File: config.mk
export PLATFORM = sky130hd
export DESIGN_NAME = tx_status_stack
export DESIGN_NICKNAME = d
export VERILOG_FILES = /design/src/rtl/txstk_pkg.sv /design/src/rtl/txstk_ctrl.sv /design/src/rtl/txstk_data.sv /design/src/rtl/tx_status_stack.sv
export SDC_FILE = /design/constraint.sdc
export NUM_CORES = 1
export LEC_CHECK = 0
export CORE_MARGIN = 4
export CORE_UTILIZATION = 45
export CTS_CLUSTER_SIZE = 8
export DETAILED_ROUTE_END_ITERATION = 6
export HOLD_SLACK_MARGIN = 0.15
export PLACE_DENSITY = 0.79
export SYNTH_ARGS = -nofsm -noshare
export SYNTH_HDL_FRONTEND = slang
export SYNTH_SLANG_ARGS = --single-unit
File: constraint.sdc
create_clock -name clk -period 2.65 [get_ports clk]
set_input_delay 0.53 -clock clk [delete_from_list [all_inputs] [get_ports clk]]
set_output_delay 0.53 -clock clk [all_outputs]
set_load 0.01 [all_outputs]
File: src/rtl/txstk_pkg.sv
package txstk_pkg;
  localparam int BIT_DONE = 7;
  localparam int BIT_IRQ  = 6;
  localparam int BIT_JAB  = 5;
  localparam int BIT_UND  = 4;
  localparam int BIT_MAXC = 3;
  localparam int BIT_LOST = 2;

  typedef struct packed {
    logic push;     // store a new record at the tail
    logic pop;      // retire the head record
    logic markLost; // flag the newest stored record
  } stackCtl_t;

  function automatic logic [7:0] makeEntry(input logic [7:0] raw);
    logic [7:0] e;
    e = 8'h00;
    e[BIT_DONE] = 1'b1;
    e[BIT_IRQ]  = raw[BIT_IRQ];
    e[BIT_JAB]  = raw[BIT_JAB];
    e[BIT_UND]  = raw[BIT_UND];
    e[BIT_MAXC] = raw[BIT_MAXC];
    return e;
  endfunction
endpackage

File: src/rtl/txstk_ctrl.sv
module txstk_ctrl
  import txstk_pkg::*;
#(
  parameter int DEPTH = 4
) (
  input  logic       clk,
  input  logic       rstN,
  input  logic       pushValid,
  input  logic [7:0] pushStatus,
  input  logic       hostWr,
  input  logic       txReset,
  input  logic       txOverrun,
  output stackCtl_t  ctl,
  output logic       isEmpty,
  output logic       txDisable,
  output logic       adapterFail,
  output logic       txIntPulse
);
  localparam int CNT_W = $clog2(DEPTH + 1);
  localparam logic [CNT_W-1:0] FULL_CNT = CNT_W'(DEPTH);

  logic [CNT_W-1:0] count;
  logic isFull, doPop, doPush, faultPush, attnPush;
  logic errLatch, ovrLatch;

  assign isEmpty   = (count == '0);
  assign isFull    = (count == FULL_CNT);
  assign doPop     = hostWr && !isEmpty;
  assign doPush    = pushValid && (!isFull || doPop);
  assign faultPush = pushValid && (pushStatus[BIT_JAB] || pushStatus[BIT_UND]);
  assign attnPush  = pushValid && (|pushStatus[BIT_IRQ:BIT_MAXC]);

  always_comb begin
    ctl.push     = doPush;
    ctl.pop      = doPop;
    ctl.markLost = pushValid && isFull && !doPop;
  end

  always_ff @(posedge clk) begin
    if (!rstN) begin
      count <= '0;
    end else begin
      case ({doPush, doPop})
        2'b10:   count <= count + 1'b1;
        2'b01:   count <= count - 1'b1;
        default: count <= count;
      endcase
    end
  end

  always_ff @(posedge clk) begin
    if (!rstN) begin
      errLatch   <= 1'b0;
      ovrLatch   <= 1'b0;
      txIntPulse <= 1'b0;
    end else begin
      txIntPulse <= attnPush;
      if (faultPush)    errLatch <= 1'b1;
      else if (txReset) errLatch <= 1'b0;
      if (txOverrun)    ovrLatch <= 1'b1;
      else if (txReset) ovrLatch <= 1'b0;
    end
  end

  assign txDisable   = errLatch || ovrLatch;
  assign adapterFail = ovrLatch;


  no_overflow_chk: assert property (@(posedge clk) disable iff (!rstN)
    count <= FULL_CNT);

  empty_pop_chk: assert property (@(posedge clk) disable iff (!rstN)
    (hostWr && isEmpty && !pushValid) |=> isEmpty);

  fault_hold_chk: assert property (@(posedge clk) disable iff (!rstN)
    faultPush |=> txDisable);

  overrun_fail_chk: assert property (@(posedge clk) disable iff (!rstN)
    txOverrun |=> (adapterFail && txDisable));

  irq_pulse_chk: assert property (@(posedge clk) disable iff (!rstN)
    attnPush |=> txIntPulse);

  full_swap_chk: assert property (@(posedge clk) disable iff (!rstN)
    (pushValid && hostWr && isFull) |=> isFull);
endmodule

File: src/rtl/txstk_data.sv
module txstk_data
  import txstk_pkg::*;
#(
  parameter int DEPTH = 4
) (
  input  logic       clk,
  input  logic       rstN,
  input  stackCtl_t  ctl,
  input  logic       isEmpty,
  input  logic [7:0] pushStatus,
  output logic [7:0] headByte
);
  localparam int PTR_W = (DEPTH > 1) ? $clog2(DEPTH) : 1;
  localparam logic [PTR_W-1:0] LAST = PTR_W'(DEPTH - 1);

  logic [7:0]       slots [DEPTH];
  logic [PTR_W-1:0] wrPtr, rdPtr, newestPtr;
  logic [7:0]       newEntry;

  assign newEntry  = makeEntry(pushStatus);
  assign newestPtr = (wrPtr == '0) ? LAST : wrPtr - 1'b1;

  always_ff @(posedge clk) begin
    if (!rstN) begin
      wrPtr <= '0;
      rdPtr <= '0;
    end else begin
      if (ctl.push) wrPtr <= (wrPtr == LAST) ? '0 : wrPtr + 1'b1;
      if (ctl.pop)  rdPtr <= (rdPtr == LAST) ? '0 : rdPtr + 1'b1;
    end
  end

  for (genvar i = 0; i < DEPTH; i++) begin : gSlot
    always_ff @(posedge clk) begin
      if (!rstN) begin
        slots[i] <= 8'h00;
      end else if (ctl.push && wrPtr == PTR_W'(i)) begin
        slots[i] <= newEntry;
      end else if (ctl.markLost && newestPtr == PTR_W'(i)) begin
        slots[i][BIT_LOST] <= 1'b1;
      end
    end
  end

  assign headByte = isEmpty ? 8'h00 : slots[rdPtr];


  head_format_chk: assert property (@(posedge clk) disable iff (!rstN)
    !isEmpty |-> (headByte[BIT_DONE] && headByte[1:0] == 2'b00));

  lost_no_store_chk: assert property (@(posedge clk) disable iff (!rstN)
    ctl.markLost |-> !ctl.push);
endmodule

File: src/rtl/tx_status_stack.sv
module tx_status_stack
  import txstk_pkg::*;
#(
  parameter int DEPTH = 4
) (
  input  logic       clk,
  input  logic       rstN,
  input  logic       pushValid,
  input  logic [7:0] pushStatus,
  input  logic       hostWr,
  output logic [7:0] statusByte,
  input  logic       txReset,
  input  logic       txOverrun,
  output logic       txDisable,
  output logic       adapterFail,
  output logic       txIntPulse
);
  stackCtl_t ctl;
  logic      isEmpty;

  txstk_ctrl #(.DEPTH(DEPTH)) uCtrl (
    .clk(clk), .rstN(rstN), .pushValid(pushValid), .pushStatus(pushStatus),
    .hostWr(hostWr), .txReset(txReset), .txOverrun(txOverrun),
    .ctl(ctl), .isEmpty(isEmpty), .txDisable(txDisable),
    .adapterFail(adapterFail), .txIntPulse(txIntPulse)
  );

  txstk_data #(.DEPTH(DEPTH)) uData (
    .clk(clk), .rstN(rstN), .ctl(ctl), .isEmpty(isEmpty),
    .pushStatus(pushStatus), .headByte(statusByte)
  );


  empty_read_chk: assert property (@(posedge clk) disable iff (!rstN)
    (isEmpty && !ctl.push) |=> (statusByte == 8'h00));
endmodule

# Word-level counts from Yosys, hierarchy flattened
# Memories as Yosys holds them, arrays and structs flattened. A register that Yosys moved wholly into a read port is not among the register bits.
# Index checks and enable logic that the tools add are counted.
[op_classes] n_addsub=5 mul=0 div_mod_pow=0 n_lt_le_gt_ge=0 n_eq_ne=10 shifts=0 mux=47 n_bitwise=8 reduce_logical=27
[op_table] cell="1-bit 2-to-1 mux" n=36
[op_table] cell="6-bit 2-to-1 mux" n=4
[op_table] cell="1-bit logical AND" n=14
[op_table] cell="2-bit equality test (second input constant)" n=6
[op_table] cell="2-bit 2-to-1 mux" n=5
[op_table] cell="8-bit 2-to-1 mux" n=1
[op_table] cell="1-bit bitwise OR" n=8
[op_table] cell="2-bit by 1-bit equality test with 1-bit output (second input constant)" n=3
[op_table] cell="3-bit one-hot mux with 2 select lines" n=1
[op_table] cell="2-bit nonzero test" n=3
[op_table] cell="2-bit by 1-bit adder with 2-bit output (second input constant)" n=2
[op_table] cell="2-bit logical NOT" n=2
[op_table] cell="4-bit OR reduction" n=1
[op_table] cell="3-bit by 1-bit adder with 3-bit output (second input constant)" n=1
[op_table] cell="3-bit equality test (second input constant)" n=1
[op_table] cell="1-bit logical NOT" n=3
[op_table] cell="3-bit logical NOT" n=1
[op_table] cell="1-bit logical OR" n=3
[op_table] cell="3-bit by 1-bit subtractor with 3-bit output (second input constant)" n=1
[op_table] cell="2-bit by 1-bit subtractor with 2-bit output (second input constant)" n=1
[word_totals] register_bits=10 latchBits=0 ram_bits=24 romBits=0 in_bits=14 out_inout_bits=11 elab_cells=104 mem_count=1
[memory_table] name="uData.slots" depth=4 word_bits=6 rd=1 rd_clocked_by_memory_dff=1 write_ports=4 line="txstk_data.sv:16" source="logic [7:0] slots [DEPTH];"

# Logic depth before layout (Yosys ltp)
# Gate-level depths: netlist of the first run.
[depth] depth_word=11 ltp_mapped=9 mapped_depth_nobuf=8

# Modules after synthesis
# From an unflattened synthesis of the first run, not the netlist that was laid out.
[unflattened] hier_cells=165 hier_area_um2=1829.3
[by_module_without_submodules] module="txstk_data" instances=1 cells_per_inst=114 area_per_inst_um2=1431.4 seq_area_each_um2=830.8
[by_module_without_submodules] module="txstk_ctrl" instances=1 cells_per_inst=51 area_per_inst_um2=397.9 seq_area_each_um2=120.1

# Least setup slack after synthesis of the first run
# Ideal clock, no wire load.
[synth_timing] kind="input-to-reg" startpoint="input hostWr" endpoint="register uCtrl.count[2]" setup_ns=0.076 arrival_ns=2.441 required_time_ns=2.574 path_slack_ns=0.133 cell_stages=9 n_path_buf=1 cell_sequence="or4b_1 > buf_2 > nand2_1 > ha_1 > inv_1 > fa_1 > xor2_1 > or3_1 > a21boi_0"
[synth_between] elab_chain_len=5 elab_cells_between_ends=7 cone_classes="2 x eq/ne; 1 x mux; 4 x reduce/logical"
[synth_rtl] item="start: declaration" line="tx_status_stack.sv:10" source="input logic hostWr,"
[synth_rtl] item="1-bit logical AND *" line="txstk_ctrl.sv:28" source="assign doPop = hostWr && !isEmpty;"
[synth_rtl] item="1-bit logical OR" line="txstk_ctrl.sv:29" source="assign doPush = pushValid && (!isFull || doPop);"
[synth_rtl] item="1-bit logical AND" line="txstk_ctrl.sv:29"
[synth_rtl] item="2-bit by 1-bit equality test with 1-bit output or 2-bit equality test (tied branches)" line="txstk_ctrl.sv:43" source="case ({doPush, doPop})"
[synth_rtl] item="3-bit one-hot mux with 2 select lines or 2-bit nonzero test (tied branches)"
[synth_rtl] item="end signal: assignment" line="txstk_ctrl.sv:44" source="2'b10: count <= count + 1'b1;"
[synth_rtl] item="end signal: assignment" line="txstk_ctrl.sv:45" source="2'b01: count <= count - 1'b1;"
[synth_rtl] item="end signal: assignment" line="txstk_ctrl.sv:46" source="default: count <= count;"
[synth_rtl] item="end: declaration" line="txstk_ctrl.sv:22" source="logic [CNT_W-1:0] count;"
# Mark *: on every way between the ends. The rest lies on a longest branch, timed or not.
# A chain may end at the register's enable or synchronous reset.

# Worst setup path in the final report of the first run
# Ends and elaborated chain as after synthesis.

==> impl_metrics.json, run 1 <==
{
  "detail-route-antenna-nets": 0,
  "synth_top_family_by_area": "simple AND/OR/NAND/NOR gates",
  "drv_slew": 0,
  "grt_usage": 0.151,
  "synth_top_area_cell": "edfxtp_1",
  "numClockSinks": 36,
  "arrival_ns": 2.79,
  "gr-usage-met3": 0.0384,
  "ir_drop_v": 0.000363,
  "final_util": 0.574,
  "synth_fa_ha_area_frac": 0.0609,
  "fin_hold_ws_ns": 0.488,
  "clock.fmax_ghz": 0.389,
  "gr-usage-met1": 0.169,
  "syn2layout_area_growth_pct": 20.6,
  "place.gp.congestion": 0.879,
  "die_h_um": 70.7,
  "num_rows": 22,
  "firstDrtPassIters": 4,
  "p_per_area_nw_per_um2": 766,
  "die_width_um": 70.7,
  "status": "completed",
  "vias": 1193,
  "viasPerCell": 5.30,
  "synth-simple-area-share": 0.219,
  "cts_tree": "built",
  "root_buffer": "clkbuf_8",
  "rsz0062_at_grt": "false",
  "cts_buffer_depth": 2,
  "dieArea_um2": 5000,
  "synthTopCellsByArea": "edfxtp_1 (39%), dfxtp_1 (15%), mux4_2 (7.6%)",
  "numCtsBuffers": 5,
  "mostFrequentLayoutCell": "edfxtp_1",
  "crit_type": "input pin to register",
  "tightest_slew_ns": 0.585,
  "grt_max_degree": 16,
  "hold_viol_final": 0,
  "htreeDepth": 2,
  "ys_warn_count": 0,
  "yosysUniqueCellTypes": 33,
  "fin_crit_ns": 2.57,
  "cp_max_fo": 2,
  "start_util": 0.476,
  "busiest_layer": "met2",
  "cap_violations": 0,
  "maxSlewHeadroom": 0.606,
  "clkTransAtPathRegs_ns": 0.07,
  "final_cell_mix": "edfxtp_1 (23), clkdlybuf4s50_1 (18), dfxtp_1 (13)",
  "grt_pass1_wl_um": 5860,
  "post_cts_buffers": 0,
  "synth_compound_area_frac": 0.0474,
  "crit_path_start_kind": "input pin",
  "postCtsHoldBufs": 0,
  "finalWirelength_um": 3400,
  "yosysSeqAreaShare": 0.538,
  "ys_ff_latch": 36,
  "nets": 198,
  "use_met2": 0.272,
  "setup_viol": 0,
  "synth_area_per_cell_um2": 11.9,
  "fin_crit_sh": 0.970,
  "port_buffers": 18,
  "grt_pass1_vias": 1288,
  "min_path_type": "register to register",
  "hpwl_um": 2650,
  "synth_mux_area_frac": 0.0878,
  "finClkSkew_ns": 0.00387,
  "grt_overflow_total": 0,
  "clk_latency_ns": 0.29,
  "p_leak_nw": 0.852,
  "synth_top_cell_area_share": 0.391,
  "antenna_found_initial": 0,
  "wl_per_cell_um": 15.1,
  "coreArea_um2": 3720,
  "critPathCaptureType": "register",
  "drc_errors": 0,
  "synth_xor_area_frac": 0.00991,
  "layout-drive-gt1-share": 0.158,
  "num_antenna_cells": 0,
  "drtIter0Drc": 82,
  "syn_area_um2": 1770,
  "required_ns": 2.87,
  "nFillCells": 312,
  "io_pins": 25,
  "synth_cells": 149
}
worst max-delay path, stage by stage:
cell and delay [ns]:
clkdlybuf4s50_1 0.42, or4b_1 0.51, nand2_2 0.11, ha_2 0.18, inv_1 0.05, fa_1 0.37, xor2_1 0.16, or3_1 0.31
a21boi_1 0.15
state kept, by name (all words and copies together) (netlist names), named ones only:
name,count
uData.wrPtr,2
uCtrl.count,3
uCtrl.txIntPulse,1
uData.slots,24
uCtrl.adapterFail,1
uCtrl.errLatch,1
uData.rdPtr,2
worst paths after layout:
path	start	to	slack [ns]	depth (start not counted)
max	hostWr	uCtrl.count[2]	0.08	9
min	uData.slots[2][5]	uData.slots[2][5]	0.49	1
max reg2reg	uCtrl.count[0]	uCtrl.count[2]	0.28	8
min reg2reg	uData.slots[2][5]	uData.slots[2][5]	0.49	1
cell type report:
cell class,instances,area [um2],share of cell area
multi-input combinational,100,763,0.358
clock buffer,5,68.8,0.0323
timing repair buffer,27,248,0.116
tap,48,60.1,0.0282
inverter,6,22.5,0.0106
sequential,36,951,0.446
clock inverter,3,18.8,0.00880
routing by layer:
| metal | vias to the layer above | routed length [um] |
|---|---|---|
| met5 | - | 0 |
| met4 | 0 | 63 |
| met3 | 6 | 138 |
| met2 | 32 | 1830 |
| met1 | 573 | 1370 |
| li1 | 582 | - |
through the flow:
step	setup WS, ns	instance area, um2	power (mW)	setup TNS, ns	cells
after floorplan	0.133	1770	1.06	0	150
after global placement	-0.130	2040	1.23	-0.130	217
after detailed placement	-0.258	2040	1.27	-0.258	217
after CTS	0.0349	2130	1.64	0	225
after global routing	0.0188	2130	1.73	0	225
final	0.0802	2130	1.63	0	225
cells by family after synthesis:
logic type | Yosys count
simple gates | 67
flops | 36
buf+inv | 14
compound gates | 13
fa+ha+maj | 8
mux | 8
xor+xnor | 2
other cells | 1
cell usage after synthesis:
master / number
edfxtp_1: 23
dfxtp_1: 13
nand2_1: 13
and2_1: 12
and3_1: 12
nand3_1: 10
ha_1: 7
nor2b_1: 7
inv_1: 6
mux4_2: 6
o21ai_0: 6
nor2_1: 5
clkbuf_1: 4
a21boi_0: 2
buf_2: 2
buf_4: 2
mux2i_1: 2
o211ai_1: 2
a22o_1: 1
and4_4: 1
conb_1: 1
fa_1: 1
nand2b_1: 1
nor3_1: 1
nor4_1: 1
nor4b_4: 1
o21a_1: 1
o31ai_1: 1
or2_2: 1
or3_1: 1
or4b_1: 1
xnor2_1: 1
xor2_1: 1
power breakdown:
group	switching (mW)	leakage, nW	internal [mW]
sequential	0.0830	0.348	0.676
combinational	0.218	0.456	0.276
clock	0.197	0.0479	0.183
what timing repair did:
action | CTS | global route
gates resized for setup | 0 | 3
endpoints found under the setup margin | 0 | 1
endpoints found under the hold margin | 0 | 0
Note: power is estimated with default switching activity, not from simulation.
==> run 2: changes to the inputs <==
MAX_ROUTING_LAYER = met4   (was not set)
==> run 2 against run 1 <==
  * Maximum frequency barely moved
  * Highest routed layer unchanged
  * Setup slack barely moved
  * Non-clock buffer count did not move
==> impl_metrics.json, run 2 (synthesis results as in run 1) <==
{
  "status": "completed",
  "busiest_layer": "met2",
  "placed_cell_area_um2": 2040,
  "cts_tree": "built",
  "syn2layout_area_growth_pct": 20.6,
  "path_depth": 9,
  "instances_no_fill": 225,
  "reg_top3": "uData.slots x24, uCtrl.count x3",
  "path_cells": "clkdlybuf4s50_1, or4b_1, nand2_2, ha_2, inv_1, fa_1, xor2_1, or3_1, a21boi_1",
  "finalWirelength_um": 3410,
  "die_h_um": 70.7,
  "cp_slowest_cell": "or4b_1",
  "cap_violations": 0,
  "top_register": "uData.slots",
  "hold_viol_final": 0,
  "numClockSinks": 36,
  "p_per_area_nw_per_um2": 766,
  "drv_slew": 0,
  "p_int_mw": 1.14,
  "dp_slack_ns": -0.258,
  "vias": 1190,
  "numCtsBuffers": 5,
  "gr-usage-met1": 0.168,
  "grt_usage": 0.156,
  "layout-drive-gt1-share": 0.158,
  "antenna_found_initial": 0,
  "io_pins": 25,
  "hpwl_um": 2650,
  "clkTransAtPathRegs_ns": 0.07,
  "rr_worst_depth": 8,
  "p_sw_frac": 0.305,
  "nets": 198,
  "required_ns": 2.87,
  "pwr-share-comb": 0.302,
  "mostFrequentLayoutCell": "edfxtp_1",
  "rsz0062_at_grt": "false",
  "firstDrtPassIters": 4,
  "stdcell_area_um2": 2130,
  "crit_type": "input pin to register",
  "fin_crit_sh": 0.970,
  "viasPerCell": 5.29,
  "grt_pass1_vias": 1282,
  "coreArea_um2": 3720,
  "cp_top_family": "simple AND/OR/NAND/NOR gates",
  "gr-usage-met3": 0.0384,
  "p_leak_nw": 0.852,
  "layout_setup_ws_ns": 0.0806,
  "fin_crit_ns": 2.57,
  "arrival_ns": 2.79,
  "grt_max_degree": 16,
  "num_antenna_cells": 0,
  "largest_reg_flops": 24,
  "cts_buffer_depth": 2,
  "final_cell_mix": "edfxtp_1 (23), clkdlybuf4s50_1 (18), dfxtp_1 (13)",
  "port_buffers": 18,
  "min_path_cells": 1,
  "drc_errors": 0,
  "clock.fmax_ghz": 0.389,
  "drtIter0Drc": 71,
  "root_buffer": "clkbuf_8",
  "min_path_type": "register to register",
  "htreeDepth": 2,
  "clk_latency_ns": 0.29,
  "finClkSkew_ns": 0.00380,
  "dp_cells": 217,
  "p_clk_frac": 0.233,
  "grt_pass1_wl_um": 5870,
  "fin_hold_ws_ns": 0.487,
  "tightest_slew_ns": 0.585,
  "crit_buf_inv": 2,
  "maxSlewHeadroom": 0.606,
  "critPathCaptureType": "register",
  "switchingPower_mw": 0.498,
  "place.gp.congestion": 0.893,
  "dieArea_um2": 5000,
  "cp_slowest_stage_delay_ns": 0.51,
  "use_met2": 0.272,
  "p_seq_frac": 0.465,
  "wl_per_cell_um": 15.1,
  "cp_max_fo": 2,
  "p_total_mw": 1.63,
  "ir_drop_v": 0.000364,
  "die_width_um": 70.7,
  "crit_path_start_kind": "input pin",
  "setup_viol": 0,
  "grt_overflow_total": 0,
  "num_rows": 22,
  "detail-route-antenna-nets": 0,
  "start_util": 0.476
}
## run 2: cell counts in the layout (fill, tap and decap cells not counted)
No cell type changed its count.
## run 2: area by class of cell
cell class	count	area, um2
Multi-Input combinational cell	100	763
Clock inverter	3	18.8
Inverter	6	22.5
Sequential cell	36	951
Tap cell	48	60.1
Clock buffer	5	68.8
Timing Repair Buffer	27	248
Fill cell	312	1580
## run 2: worst paths after layout
check	startpoint	to	slack (ns)
setup / recovery	hostWr	uCtrl.count[2]	0.08
hold / removal	uData.slots[2][5]	uData.slots[2][5]	0.49
setup reg to reg	uCtrl.count[0]	uCtrl.count[2]	0.28
hold reg to reg	uData.slots[2][5]	uData.slots[2][5]	0.49
## run 2: layer usage
layer	wire length (um)	part of all wire
met2	1820	0.53
met3	125	0.037
met4	63	0.018
met1	1400	0.41
met5	0	0
## run 2: power groups by stage
stage	sequential, mW	clock (mW)	combinational, mW
floorplan	0.734	0	0.321
global route	0.771	0.416	0.542
global placement	0.764	0	0.470
finish	0.759	0.380	0.494
CTS	0.761	0.385	0.497
detailed placement	0.773	0	0.496
## run 2: repair_timing
item	4_1_cts	5_1_grt
setup endpoints to repair	0	1
hold buffers	0	0
resized for setup	0	3
setup buffers	0	0
## run 2: stage by stage
stage | setup TNS, ns | utilization
6_report | 0 | 0.574
3_3_place_gp | -0.130 | 0.549
2_1_floorplan | 0 | -
3_5_place_dp | -0.258 | 0.549
5_1_grt | 0 | 0.574
4_1_cts | 0 | 0.572
## run 2: worst register-to-register path: cells and delay by family (launching register included)
kind	cells	cell delay [ns]
and+or+nand+nor	3	1.00
buffers and inverters	1	0.05
xor gates and xnor gates	1	0.16
AOI/OAI and AO/OA	1	0.15
DFF	1	0.39
adders and majority gates	2	0.55
==> run 3: changes to the inputs <==
CORE_MARGIN = not set   (was 4)
GPL_TIMING_DRIVEN = 1   (was not set)
==> run 3 against run 2 <==
  * Sequential share of layout area increased by 0.22 points
  * Combinational power increased by 1%
  * Sequential power hardly changed
  * Non-clock buffer count unchanged
  * Hold slack gained 0.0016 ns
  * Final cell count unchanged
  * Power down 0.71%
  * Maximum frequency rose by 2.1%
  * Clock power is 5.3% lower
  * Wire length decreased by 0.68%
==> impl_metrics.json, run 3 (synthesis results as in run 1) <==
{
  "status": "completed",
  "finClkSkew_ns": 0.00546,
  "arrival_ns": 2.74,
  "die_width_um": 64.7,
  "setup_viol": 0,
  "syn2layout_area_growth_pct": 20.2,
  "largest_reg_flops": 24,
  "mostFrequentLayoutCell": "edfxtp_1",
  "r2r_start": "uCtrl.count[0]",
  "clkTransAtPathRegs_ns": 0.07,
  "drv_slew": 0,
  "start_util": 0.476,
  "num_rows": 22,
  "grt_pass1_vias": 1204,
  "numCtsBuffers": 5,
  "maxSlewHeadroom": 0.586,
  "grt_pass1_wl_um": 5660,
  "tightest_slew_ns": 0.615,
  "num_antenna_cells": 0,
  "drc_errors": 0,
  "viasPerCell": 5.34,
  "grt_usage": 0.193,
  "finalSetupTns_ns": 0,
  "cp_slowest_cell": "or4b_1",
  "path_cells": "clkdlybuf4s50_1, or4b_1, nand2_1, ha_1, inv_1, fa_1, xor2_1, or3_1, a21boi_2",
  "instances_no_fill": 225,
  "fin_crit_sh": 0.949,
  "grt_overflow_total": 0,
  "cp_max_fo": 2,
  "p_leak_nw": 0.847,
  "crit_path_start_kind": "input pin",
  "layout-drive-gt1-share": 0.141,
  "io_pins": 25,
  "cap_violations": 0,
  "vias": 1202,
  "htreeDepth": 2,
  "clock.fmax_ghz": 0.397,
  "p_per_area_nw_per_um2": 763,
  "crit_buf_inv": 2,
  "drtIter0Drc": 84,
  "top_register": "uData.slots",
  "firstDrtPassIters": 5,
  "die_h_um": 64.7,
  "root_buffer": "clkbuf_8",
  "antenna_found_initial": 0,
  "dieArea_um2": 4180,
  "final_cell_mix": "edfxtp_1 (23), clkdlybuf4s50_1 (18), nand2_1 (13)",
  "numClockSinks": 36,
  "detail-route-antenna-nets": 0,
  "finalWirelength_um": 3380,
  "clk_latency_ns": 0.28,
  "hold_viol_final": 0,
  "ir_drop_v": 0.000352,
  "crit_type": "input pin to register",
  "cp_slowest_stage_delay_ns": 0.49,
  "cp-startpoint": "hostWr",
  "fin_crit_ns": 2.52,
  "place.gp.congestion": 0.790,
  "grt_max_degree": 16,
  "required_ns": 2.87,
  "postCtsHoldBufs": 0,
  "dp_cells": 217,
  "nets": 198,
  "cts_tree": "built",
  "cts_buffer_depth": 2,
  "post_cts_buffers": 0,
  "min_path_type": "register to register",
  "cp_top_family": "simple AND/OR/NAND/NOR gates",
  "port_buffers": 18,
  "critPathCaptureType": "register",
  "hold_start": "uCtrl.errLatch",
  "wl_per_cell_um": 15.0,
  "hpwl_um": 2540,
  "reg_top3": "uData.slots x24, uCtrl.count x3",
  "coreArea_um2": 3720
}
-- run 3: cell types whose count changed in the layout (fill, tap and decap cells not counted), sizes merged --
cell    previous run  this run
clkbuf             5         6
clkinv             3         2
-- run 3: where the power goes --
part           internal, mW  switching (mW)
sequential            0.678          0.0819
clock                 0.179           0.181
combinational         0.276           0.225
-- run 3: worst paths after layout --
kind,end,slack (ns),cells after the start
worst min-delay path,uCtrl.errLatch,0.49,2
worst max register to register,uCtrl.count[2],0.34,8
worst min register to register,uCtrl.errLatch,0.49,2
worst max-delay path,uCtrl.count[2],0.13,9
-- run 3: per-stage QoR --
stage / area, um2 / hold slack, ns / power (mW) / setup WS [ns] / util
2_1_floorplan: 1770 / 0.449 / 1.06 / 0.133 / -
3_3_place_gp: 2040 / 0.468 / 1.23 / -0.131 / 0.549
3_5_place_dp: 2040 / 0.486 / 1.28 / -0.190 / 0.549
4_1_cts: 2120 / 0.497 / 1.63 / 0.0701 / 0.570
5_1_grt: 2120 / 0.518 / 1.72 / -0.00607 / 0.572
6_report: 2120 / 0.488 / 1.62 / 0.134 / 0.572
-- run 3: layer usage --
metal  vias up  track usage  routed length [um]
li1        582            -                   -
met1       569        0.209                1310
met2        47        0.333                1790
met3         4       0.0458                 221
met4         0       0.0917                  59
met5         -            -                   0
-- run 3: worst register-to-register path, stage by stage (launching register included) --
cell	delay [ns]
dfxtp_1	0.38
or4b_1	0.56
nand2_1	0.11
ha_1	0.17
inv_1	0.05
fa_1	0.37
xor2_1	0.16
or3_1	0.33
a21boi_2	0.12
-- run 3: layout make-up --
cell class | count | area (um2)
Multi-Input combinational cell | 100 | 762
Inverter | 6 | 22.5
Clock inverter | 2 | 7.51
Fill cell | 320 | 1590
Timing Repair Buffer | 27 | 248
Clock buffer | 6 | 72.6
Tap cell | 48 | 60.1
Sequential cell | 36 | 952
-- run 3: what timing repair did --
action | in CTS | in global routing
resized for setup | 0 | 3
hold endpoints to repair | 0 | 0
endpoints found under the setup margin | 0 | 3
